<file path="src/rtl/cmdx_pkg.sv">
package cmdx_pkg;

  localparam int PTR_W = 32;

  typedef enum logic [1:0] {
    CU_IDLE   = 2'd0,
    CU_SUSP   = 2'd1,
    CU_ACTIVE = 2'd2
  } cu_state_e;

  localparam logic [15:0] ST_BUSY = 16'h4000;
  localparam logic [15:0] ST_DONE = 16'hA000;
  localparam logic [15:0] LINK_ON = 16'h8000;

  localparam logic [2:0] OP_NOP  = 3'd0;
  localparam logic [2:0] OP_CFG  = 3'd2;
  localparam logic [2:0] OP_LINK = 3'd5;

  localparam int MINLEN_IDX = 10;
  localparam int ONES_IDX   = 13;

  function automatic logic ptr_is_null(input logic [PTR_W-1:0] p);
    return (p == '0) || (&p);
  endfunction

  function automatic int cfg_count(input logic [3:0] nib, input int cap);
    int n;
    n = int'(nib);
    if (n < 4) n = 4;
    if (n > cap) n = cap;
    return n;
  endfunction

  function automatic logic [7:0] fix_byte(input int idx, input logic [7:0] b);
    if (idx == MINLEN_IDX) return (b < 8'd5) ? 8'd5 : b;
    if (idx == ONES_IDX) return b | 8'h3F;
    return b;
  endfunction

endpackage

</file>
<file path="src/rtl/cmdx_cfg_store.sv">
module cmdx_cfg_store
  import cmdx_pkg::*;
#(
  parameter int CFG_BYTES = 14,
  parameter int CNT_W     = 5
) (
  input  logic                   clk,
  input  logic                   rst_n,
  input  logic                   wr_lo,
  input  logic                   wr_hi,
  input  logic [CNT_W-1:0]       wr_idx,
  input  logic [15:0]            wr_data,
  input  logic                   fix,
  output logic [CFG_BYTES*8-1:0] cfg_flat
);

  for (genvar g = 0; g < CFG_BYTES; g++) begin : g_byte
    logic [7:0] b_q;
    always_ff @(posedge clk) begin
      if (!rst_n) b_q <= '0;
      else if (wr_lo && wr_idx == CNT_W'(g)) b_q <= wr_data[7:0];
      else if (wr_hi && (wr_idx + CNT_W'(1)) == CNT_W'(g)) b_q <= wr_data[15:8];
      else if (fix) b_q <= fix_byte(g, b_q);
    end
    assign cfg_flat[g*8 +: 8] = b_q;
  end


  cfg_fix_chk: assert property (@(posedge clk) disable iff (!rst_n)
    fix |=> (cfg_flat[MINLEN_IDX*8 +: 8] >= 8'd5) && (cfg_flat[ONES_IDX*8 +: 6] == 6'h3F));

endmodule

</file>
<file path="src/rtl/cmdx_seq.sv">
module cmdx_seq
  import cmdx_pkg::*;
#(
  parameter int CFG_BYTES = 14,
  parameter int CNT_W     = 5
) (
  input  logic             clk,
  input  logic             rst_n,
  input  logic             start,
  input  logic [PTR_W-1:0] start_ptr,
  input  logic             link_up,
  output logic             mem_req,
  output logic             mem_we,
  output logic [PTR_W-1:0] mem_addr,
  output logic [15:0]      mem_wdata,
  input  logic [15:0]      mem_rdata,
  input  logic             mem_valid,
  output logic             cfg_wr_lo,
  output logic             cfg_wr_hi,
  output logic [CNT_W-1:0] cfg_idx,
  output logic [15:0]      cfg_wdata,
  output logic             cfg_fix,
  output logic             disp_valid,
  output logic [2:0]       disp_op,
  output logic [PTR_W-1:0] disp_ptr,
  output logic             irq,
  output logic             done_flag,
  output logic [1:0]       cu_state
);

  typedef enum logic [3:0] {
    S_IDLE, S_MARK, S_FETCH, S_CFG, S_FIX, S_LNK_LO, S_LNK_HI,
    S_DISP, S_CLOSE, S_NEXT_LO, S_NEXT_HI
  } step_e;

  step_e            step_q;
  cu_state_e        cu_q;
  logic [PTR_W-1:0] ptr_q;
  logic [2:0]       op_q;
  logic [2:0]       flg_q;      // {end of list, suspend, interrupt}
  logic             lnk_q;
  logic [CNT_W-1:0] k_q, n_q;
  logic [15:0]      nxt_lo_q;
  logic             done_q, irq_q;

  logic             acc_done;
  logic [CNT_W-1:0] n_now, k_next;
  logic [PTR_W-1:0] nxt_ptr;

  always_comb begin
    mem_req   = 1'b0;
    mem_we    = 1'b0;
    mem_addr  = ptr_q;
    mem_wdata = '0;
    unique case (step_q)
      S_MARK:    begin mem_req = 1'b1; mem_we = 1'b1; mem_wdata = ST_BUSY; end
      S_FETCH:   begin mem_req = 1'b1; mem_addr = ptr_q + 32'd2; end
      S_CFG:     begin mem_req = 1'b1; mem_addr = ptr_q + 32'd8 + PTR_W'(k_q); end
      S_LNK_LO:  begin mem_req = 1'b1; mem_we = 1'b1; mem_addr = ptr_q + 32'd8;
                       mem_wdata = lnk_q ? LINK_ON : 16'h0000; end
      S_LNK_HI:  begin mem_req = 1'b1; mem_we = 1'b1; mem_addr = ptr_q + 32'd10; end
      S_CLOSE:   begin mem_req = 1'b1; mem_we = 1'b1; mem_wdata = ST_DONE; end
      S_NEXT_LO: begin mem_req = 1'b1; mem_addr = ptr_q + 32'd4; end
      S_NEXT_HI: begin mem_req = 1'b1; mem_addr = ptr_q + 32'd6; end
      default:   ;
    endcase
  end

  assign acc_done  = mem_req && mem_valid;
  assign n_now     = (k_q == '0) ? CNT_W'(cfg_count(mem_rdata[3:0], CFG_BYTES)) : n_q;
  assign k_next    = k_q + CNT_W'(2);
  assign nxt_ptr   = {mem_rdata, nxt_lo_q};

  assign cfg_wr_lo = (step_q == S_CFG) && acc_done;
  assign cfg_wr_hi = cfg_wr_lo && ((k_q + CNT_W'(1)) < n_now);
  assign cfg_idx   = k_q;
  assign cfg_wdata = mem_rdata;
  assign cfg_fix   = (step_q == S_FIX);

  assign disp_valid = (step_q == S_DISP);
  assign disp_op    = op_q;
  assign disp_ptr   = ptr_q;
  assign irq        = irq_q;
  assign done_flag  = done_q;
  assign cu_state   = cu_q;

  always_ff @(posedge clk) begin
    if (!rst_n) begin
      step_q   <= S_IDLE;
      cu_q     <= CU_IDLE;
      ptr_q    <= '0;
      op_q     <= '0;
      flg_q    <= '0;
      lnk_q    <= 1'b0;
      k_q      <= '0;
      n_q      <= '0;
      nxt_lo_q <= '0;
      done_q   <= 1'b0;
      irq_q    <= 1'b0;
    end else begin
      irq_q <= 1'b0;
      unique case (step_q)
        S_IDLE: if (start) begin
          if (ptr_is_null(start_ptr)) cu_q <= CU_IDLE;
          else begin
            ptr_q  <= start_ptr;
            cu_q   <= CU_ACTIVE;
            step_q <= S_MARK;
          end
        end
        S_MARK:   if (acc_done) step_q <= S_FETCH;
        S_FETCH:  if (acc_done) begin
          op_q  <= mem_rdata[2:0];
          flg_q <= mem_rdata[15:13];
          lnk_q <= link_up;
          k_q   <= '0;
          case (mem_rdata[2:0])
            OP_NOP:  step_q <= S_CLOSE;
            OP_CFG:  step_q <= S_CFG;
            OP_LINK: step_q <= S_LNK_LO;
            default: step_q <= S_DISP;
          endcase
        end
        S_CFG: if (acc_done) begin
          n_q <= n_now;
          k_q <= k_next;
          if (k_next >= n_now) step_q <= S_FIX;
        end
        S_FIX:     step_q <= S_CLOSE;
        S_LNK_LO:  if (acc_done) step_q <= S_LNK_HI;
        S_LNK_HI:  if (acc_done) step_q <= S_CLOSE;
        S_DISP:    step_q <= S_CLOSE;
        S_CLOSE:   if (acc_done) step_q <= S_NEXT_LO;
        S_NEXT_LO: if (acc_done) begin
          nxt_lo_q <= mem_rdata;
          step_q   <= S_NEXT_HI;
        end
        S_NEXT_HI: if (acc_done) begin
          done_q <= flg_q[0];
          irq_q  <= flg_q[0];
          if (flg_q[1]) begin
            cu_q   <= CU_SUSP;
            step_q <= S_IDLE;
          end else if (flg_q[2] || ptr_is_null(nxt_ptr)) begin
            cu_q   <= CU_IDLE;
            step_q <= S_IDLE;
          end else begin
            ptr_q  <= nxt_ptr;
            step_q <= S_MARK;
          end
        end
        default: step_q <= S_IDLE;
      endcase
    end
  end


  req_hold_chk: assert property (@(posedge clk) disable iff (!rst_n)
    (mem_req && !mem_valid) |=> mem_req && $stable(mem_addr) && $stable(mem_we) && $stable(mem_wdata));


  req_active_chk: assert property (@(posedge clk) disable iff (!rst_n)
    mem_req |-> (cu_state == CU_ACTIVE));


  irq_pulse_chk: assert property (@(posedge clk) disable iff (!rst_n)
    irq |=> !irq);


  disp_close_chk: assert property (@(posedge clk) disable iff (!rst_n)
    disp_valid |=> !disp_valid && mem_req && mem_we && (mem_wdata == ST_DONE));

endmodule

</file>
<file path="src/rtl/cmdx_exec.sv">
module cmdx_exec
  import cmdx_pkg::*;
#(
  parameter int CFG_BYTES = 14
) (
  input  logic                   clk,
  input  logic                   rst_n,
  input  logic                   start,
  input  logic [31:0]            start_ptr,
  input  logic                   link_up,
  output logic                   mem_req,
  output logic                   mem_we,
  output logic [31:0]            mem_addr,
  output logic [15:0]            mem_wdata,
  input  logic [15:0]            mem_rdata,
  input  logic                   mem_valid,
  output logic                   disp_valid,
  output logic [2:0]             disp_op,
  output logic [31:0]            disp_ptr,
  output logic                   irq,
  output logic                   done_flag,
  output logic [1:0]             cu_state,
  output logic [CFG_BYTES*8-1:0] cfg_bytes
);

  localparam int CNT_W = $clog2(CFG_BYTES + 2) + 1;

  logic             cfg_wr_lo, cfg_wr_hi, cfg_fix;
  logic [CNT_W-1:0] cfg_idx;
  logic [15:0]      cfg_wdata;

  cmdx_seq #(.CFG_BYTES(CFG_BYTES), .CNT_W(CNT_W)) u_seq (
    .clk(clk), .rst_n(rst_n), .start(start), .start_ptr(start_ptr), .link_up(link_up),
    .mem_req(mem_req), .mem_we(mem_we), .mem_addr(mem_addr), .mem_wdata(mem_wdata),
    .mem_rdata(mem_rdata), .mem_valid(mem_valid),
    .cfg_wr_lo(cfg_wr_lo), .cfg_wr_hi(cfg_wr_hi), .cfg_idx(cfg_idx),
    .cfg_wdata(cfg_wdata), .cfg_fix(cfg_fix),
    .disp_valid(disp_valid), .disp_op(disp_op), .disp_ptr(disp_ptr),
    .irq(irq), .done_flag(done_flag), .cu_state(cu_state)
  );

  cmdx_cfg_store #(.CFG_BYTES(CFG_BYTES), .CNT_W(CNT_W)) u_cfg (
    .clk(clk), .rst_n(rst_n), .wr_lo(cfg_wr_lo), .wr_hi(cfg_wr_hi), .wr_idx(cfg_idx),
    .wr_data(cfg_wdata), .fix(cfg_fix), .cfg_flat(cfg_bytes)
  );


  active_only_chk: assert property (@(posedge clk) disable iff (!rst_n)
    disp_valid |-> (cu_state == 2'd2));

endmodule

</file>
<file path="config.mk">
export PLATFORM = sky130hd
export DESIGN_NAME = cmdx_exec
export DESIGN_NICKNAME = d
export VERILOG_FILES = /design/src/rtl/cmdx_pkg.sv /design/src/rtl/cmdx_cfg_store.sv /design/src/rtl/cmdx_seq.sv /design/src/rtl/cmdx_exec.sv
export SDC_FILE = /design/constraint.sdc
export NUM_CORES = 1
export LEC_CHECK = 0
export BUFFER_PORTS_ARGS = -buffer_cell sky130_fd_sc_hd__buf_2
export CAP_MARGIN = 10
export CORE_MARGIN = 4
export CORE_UTILIZATION = 50
export CTS_BUF_LIST = sky130_fd_sc_hd__clkbuf_2 sky130_fd_sc_hd__clkbuf_4 sky130_fd_sc_hd__clkbuf_8
export DETAILED_ROUTE_END_ITERATION = 10
export HOLD_SLACK_MARGIN = 0.08
export PLACE_DENSITY = 0.74
export SLEW_MARGIN = 20
export SYNTH_ARGS = -nofsm -noshare
export SYNTH_HDL_FRONTEND = slang
export SYNTH_HIERARCHICAL = 1
export SYNTH_SLANG_ARGS = --single-unit
export TNS_END_PERCENT = 100
</file>
<file path="constraint.sdc">
create_clock -name clk -period 4.3 [get_ports clk]
set_input_delay 0.645 -clock clk [delete_from_list [all_inputs] [get_ports clk]]
set_output_delay 0.645 -clock clk [all_outputs]
set_load 0.005 [all_outputs]
</file>
# --- After elaboration in Yosys (flattened, before gate mapping) ---
# Index checks and enable logic that the tools add are counted.
# W data, S select, Z words.
classes:
  magnitude_cmp: 5
  mux: 78
  n_reduce_logical: 76
  eq_ne: 52
  add_sub_neg: 8
op_table:
  columns: ["cell", "count"]
  rows:
  - ["$mux W8", 32]
  - ["$pmux W32 S6", 1]
  - ["$mux W32", 5]
  - ["$add A32 B3 Y32 const B", 2]
  - ["$add A32 B4 Y32 const B", 2]
  - ["$logic_not A32 Y1", 2]
  - ["$pmux W32 S2", 1]
  - ["$reduce_and A32 Y1", 2]
  - ["$eq A5 B4 Y1 const B", 12]
  - ["$mux W4", 14]
  - ["$pmux W16 S3", 1]
  - ["$eq A5 B3 Y1 const B", 8]
  - ["$pmux W4 S10", 1]
  - ["$add A32 B2 Y32 const B", 1]
  - ["$add A32 B5 Y32", 1]
  - ["$logic_and A1 B1 Y1", 31]
  - ["$reduce_bool A2 Y1", 15]
  - ["$eq A5 B2 Y1 const B", 4]
  - ["$eq A4 B3 Y1 const B", 4]
  - ["$mux W16", 1]
  - ["$ne A2 B1 Y1 const B", 8]
  - ["$mux W5", 3]
  - ["$reduce_bool A3 Y1", 5]
  - ["$eq A4 B4 Y1 const B", 3]
  - ["other kinds (32)", 60]
totals:
  regBits: 185
  word_cells: 245
  output_inout_bits: 202
  in_bits: 53

# --- Logic depth before layout (Yosys ltp) ---
logic_depth:
  word_depth: 15
  mapped_depth: 15
  ltp_nobuf: 12

# --- Modules after synthesis ---
# The synthesis kept the hierarchy.
modules_own_cells:
  columns: ["module", "area_per_inst_um2", "seq_area_each_um2", "n_inst", "cells_per_inst"]
  rows:
  - ["cmdx_seq", 7203.2, 1441.4, 1, 1001]
  - ["cmdx_cfg_store", 5013.6, 2242.2, 1, 569]

# --- Worst setup path before layout ---
# Ideal clock, no wire load.
synth_timing:
  kind: "reg-to-output"
  from: "register u_seq.step_q[2]"
  to: "output port mem_addr[24]"
  t_required_ns: 3.655
  n_path_buf: 3
  t_arrival_ns: 3.256
  path_stages_with_launch: 14
  setup_slack_ns: 0.399
  cell_sequence: "dfxtp_1 > clkbuf_1 > nand2b_1 > nor2_1 > clkbuf_1 > ha_1 > a21o_1 > a21oi_1 > nor4_1 > clkbuf_1 > nand4_1 > xnor2_1 > a221oi_1 > a21oi_1"
synth_via:
  elab_chain_len: 2
  word_cells_on_any_way: 7
  cone_classes: "eq/ne (6); mux (1)"
synth_lines:
  columns: ["item", "line", "source"]
  rows:
  - ["start, declared", "cmdx_seq.sv:36", "step_e step_q;"]
  - ["start signal, assigned", "cmdx_seq.sv:89", "step_q <= S_IDLE;"]
  - ["start signal, assigned", "cmdx_seq.sv:108", "step_q <= S_MARK;"]
  - ["start signal, assigned", "cmdx_seq.sv:111", "S_MARK: if (acc_done) step_q <= S_FETCH;"]
  - ["$eq A4 B4 Y1 (tied with other cells)", "cmdx_seq.sv:55", "unique case (step_q)"]
  - ["$pmux W32 S6 *", "cmdx_seq.sv:55", null]
  - ["end, declared", "cmdx_exec.sv:13", "output logic [31:0] mem_addr,"]
# Every way passes the cells marked *; elsewhere a longest branch is shown, timed or not.

# --- Final worst setup path ---
layout_timing:
  from: "register u_seq.step_q[3]"
  to: "output port mem_addr[25]"
# Same word-level chain as after synthesis.

==> metrics.md <==
| Metric | Value |
|---|---|
| Outcome | `finished with violations` |
| Failing checks | `slew limit` |
| Power per standard cell area | `455 nW/µm²` |
| GRT Overall Usage | `32.1%` |
| Yosys warning count | `6` |
| Top post-synthesis cells by area | `dfxtp_1 (30%), o221ai_1 (6.2%), a21oi_1 (6.0%)` |
| Dpl cells | `2030` |
| Area of the multi-input gates | `7500 µm²` |
| Hold path cells | `3` |
| Die ar. | `27000 µm²` |
| Die X | `164 µm` |
| Worst Skew | `0.0187 ns` |
| Flop pwr share | `34.7%` |
| Int Power | `3.62 mW` |
| Placed cell area | `13400 µm²` |
| Final WS setup | `0.115 ns` |
| # hold bufs at CTS | `0` |
| Most common library cells after synthesis | `dfxtp_1 (184), nand2_1 (151), a21oi_1 (147)` |
| Avg Cell Area, Syn | `7.78 µm²` |
| Die height | `164 µm` |
| Number of port buffers | `241` |
| CTS tree | `done` |
| DRC violations left | `0` |
| Post-detailed-route count of antenna-violating nets | `0` |
| Row count | `56` |
| Maximum clock frequency | `239 MHz` |
| FF-to-FF setup slack | `0.52 ns` |
| Routed WL per cell | `22.2 µm` |
| Htree depth | `4` |
| Commonest register cell after synthesis | `dfxtp_1` |
| Grt ovf | `0` |
| Final instance area | `14300 µm²` |
| Clock sinks | `184` |
| Vias in the first global route | `12100` |
| Non-filler instance count after layout | `2092` |
| MaxCap Viol Count | `0` |
| Async set-or-reset flop fraction in the synthesized netlist | `0%` |
| Final Hold Fails | `0` |
| Critical Path Fanout Max | `6` |
| Root buffer cell | `clkbuf_8` |
| CTS max path bufs | `2` |
| Met1 usage | `44.6%` |
| Nets@finish | `1827` |
| # setup viols final | `0` |
| Slew of the pin with the lowest slew margin | `1.56 ns` |
| Combinational power share | `45.5%` |
| Starting Density | `51.4%` |
| Fill cells | `2243` |
| Grt met2 use | `48.3%` |
| Share of the synthesized area in the top cell type | `30.2%` |
| Pwr Total | `6.50 mW` |
| Core Footprint | `23800 µm²` |
| Clock share of power | `19.8%` |
| Via/cell ratio | `6.48` |
| Final worst hold slack | `0.436 ns` |
| Hpwl dp | `32700 µm` |
| Critical Path Start Type | `flip-flop` |
| R2r startpoint | `u_seq/cfg_idx[4]` |
| First-pass GRT wire length | `68200 µm` |
| Crit Path Class | `flip-flop to output pin` |
| Static Leak | `5.87 nW` |
| Data arrival time of the critical path | `3.54 ns` |
| Ports | `255` |
| Data required, critical path | `3.65 ns` |
| Synth Register Bits | `184` |
| Fin crit share | `97.3%` |
| GRT met3 Usage | `7.80%` |
| Worst slew margin | `-5.46%` |
| Min cycle time layout | `4.19 ns` |
| Syn Inst Count | `1570` |
| DRT Pass-1 Iters | `7` |
| Setup WS pre-CTS | `0.421 ns` |
| Peak supply drop | `0.338 mV` |
| Switching power | `2.88 mW` |
| Max Slew Vio Count | `5` |
| Area Overhead vs Synth | `16.9%` |
| Synth cell types | `89` |
| Vias | `13600` |
| Hold Crit Start | `link_up` |
| Clock transition at the registers of the reported paths | `0.11 ns` |
| Final WL | `46400 µm` |
| FF+latch area | `3730 µm²` |
| Largest net degree at the start of global routing | `110` |
| Area leader, netlist | `dfxtp_1` |
| Hold EP | `u_seq/lnk_q` |
| DR iter-0 viols | `1768` |
| Global placement routability congestion | `0.990` |
| Worst Reg-to-Reg Cells | `13` |
| Top-count cell post-synth | `dfxtp_1` |
| Initial antenna violation count | `5` |
| Number of synthesized flops with an enable pin | `0` |
| Worst hold path class | `input port to flip-flop` |
| Post-Syn Area | `12200 µm²` |
| RR Endpoint | `u_cfg/g_byte[1].b_q[0]` |
| Layout cell share with drive strength beyond 1 | `24.0%` |
| GR peak layer | `met2` |
| CTS buffer count | `17` |
| Switching Share | `44.4%` |
| Post-synthesis sequential area ratio | `30.2%` |
| Worst setup EP type | `output pin` |
| Skew-Pair Late Insertion Delay | `0.48 ns` |
## timing repair
item,in CTS,in global routing
pin swaps,2,12
gates cloned,0,0
setup buffers,1,25
endpoints found under the setup margin,7,15
gates resized for setup,5,48
## layout by cell type (no fill, tap or decap), types with 6 or more instances in the layout
master / netlist / routed
o211a_1: 34 / 34
ha_1: 17 / 16
nor2b_1: 24 / 24
inv_1: 99 / 99
a21boi_0: 23 / 23
and3_1: 10 / 9
a211oi_1: 9 / 9
buf_2: 22 / 240
or2_2: 8 / 8
dfxtp_2: 0 / 8
nand3_1: 32 / 29
clkinv_8: 0 / 7
o22ai_1: 22 / 22
a221oi_1: 10 / 9
xnor2_1: 29 / 29
mux2i_1: 59 / 59
o221ai_1: 87 / 87
or3_1: 8 / 7
nand4_1: 41 / 41
and2_1: 20 / 20
nor3_1: 36 / 36
nor4_1: 33 / 27
clkbuf_8: 0 / 17
nor2_1: 74 / 73
dfxtp_4: 0 / 9
xor2_1: 20 / 20
a31oi_1: 16 / 16
o211ai_1: 8 / 8
o21ai_0: 71 / 71
nand2_2: 6 / 6
buf_4: 38 / 77
conb_1: 1 / 14
nand2b_1: 8 / 8
a22oi_1: 12 / 12
and4_1: 7 / 6
a21oi_1: 147 / 146
dfxtp_1: 184 / 167
a21o_1: 10 / 10
nand2_1: 151 / 151
## critical path, cell delays in order, from the launching register on
cell and delay [ns]:
dfxtp_1 0.43, nand2b_1 0.17, nor2_4 0.15, inv_1 0.10, fa_1 0.43, nor2b_1 0.12, o21ai_0 0.13, nor2_1 0.27
nand3_1 0.24, a21oi_2 0.25, o21ai_0 0.15, a221oi_2 0.37, o21ai_1 0.11, buf_2 0.14
## through the flow
| step | setup TNS (ns) | utilization, % |
|---|---|---|
| CTS | 0 | 58.6 |
| global placement | 0 | 56.6 |
| floorplan | 0 | - |
| finish | 0 | 60.1 |
| global route | -0.0762 | 60.1 |
| detailed placement | 0 | 56.6 |
## layout make-up
type / instances / area share [%]
clock buffers: 17 / 1.64
well taps: 319 / 2.80
inverters: 100 / 2.63
repair buffers: 319 / 12.6
multi-input cells: 1134 / 52.6
clock inverters: 15 / 1.54
flip-flops and latches: 184 / 26.1
diodes: 4 / 0.0701
## worst max path at each step
stage                   end                from  depth (start not counted)  slack (ns)
3_3_place_gp   mem_addr[29]   u_seq/disp_ptr[9]                          9        0.44
4_1_cts        mem_addr[29]  u_seq/disp_ptr[11]                          9        0.01
5_1_grt        mem_addr[31]   u_seq/disp_ptr[4]                         11       -0.04
6_report       mem_addr[25]     u_seq/step_q[3]                         13        0.11
2_1_floorplan  mem_addr[24]     u_seq/step_q[2]                         13        0.40
3_5_place_dp   mem_addr[25]   u_seq/disp_ptr[9]                          9        0.42
## cell families after synthesis
group	share of synthesized area, %
other cells	0.0307
mux	4.93
simple gates	21.6
flops	30.2
fa+ha+maj	1.99
compound gates	27.8
buf+inv	10.0
xor+xnor	3.51
## flip-flops by register name, indices dropped and copies added (netlist names)
signal,flops
u_seq/irq,1
u_seq/flg_q,3
u_cfg/g_byte.b_q,112
u_seq/disp_ptr,32
u_seq/nxt_lo_q,16
u_seq/step_q,4
u_seq/disp_op,3
u_seq/n_q,5
u_seq/cu_state,2
u_seq/done_flag,1
u_seq/lnk_q,1
u_seq/cfg_idx,4
## power by group through the flow
stage	clock network (mW)	registers, mW	logic, mW
global route	1.36	2.28	3.17
CTS	1.29	2.22	2.79
floorplan	0	2.07	1.88
global placement	0	2.24	2.77
finish	1.28	2.26	2.96
detailed placement	0	2.25	2.78
## layer usage
| layer | share of wire [%] | up-vias |
|---|---|---|
| li1 | - | 6123 |
| met4 | 3.3 | 0 |
| met2 | 44 | 961 |
| met5 | 0 | - |
| met3 | 12 | 136 |
| met1 | 41 | 6344 |
No activity file was read; power rests on OpenSTA's default activity.
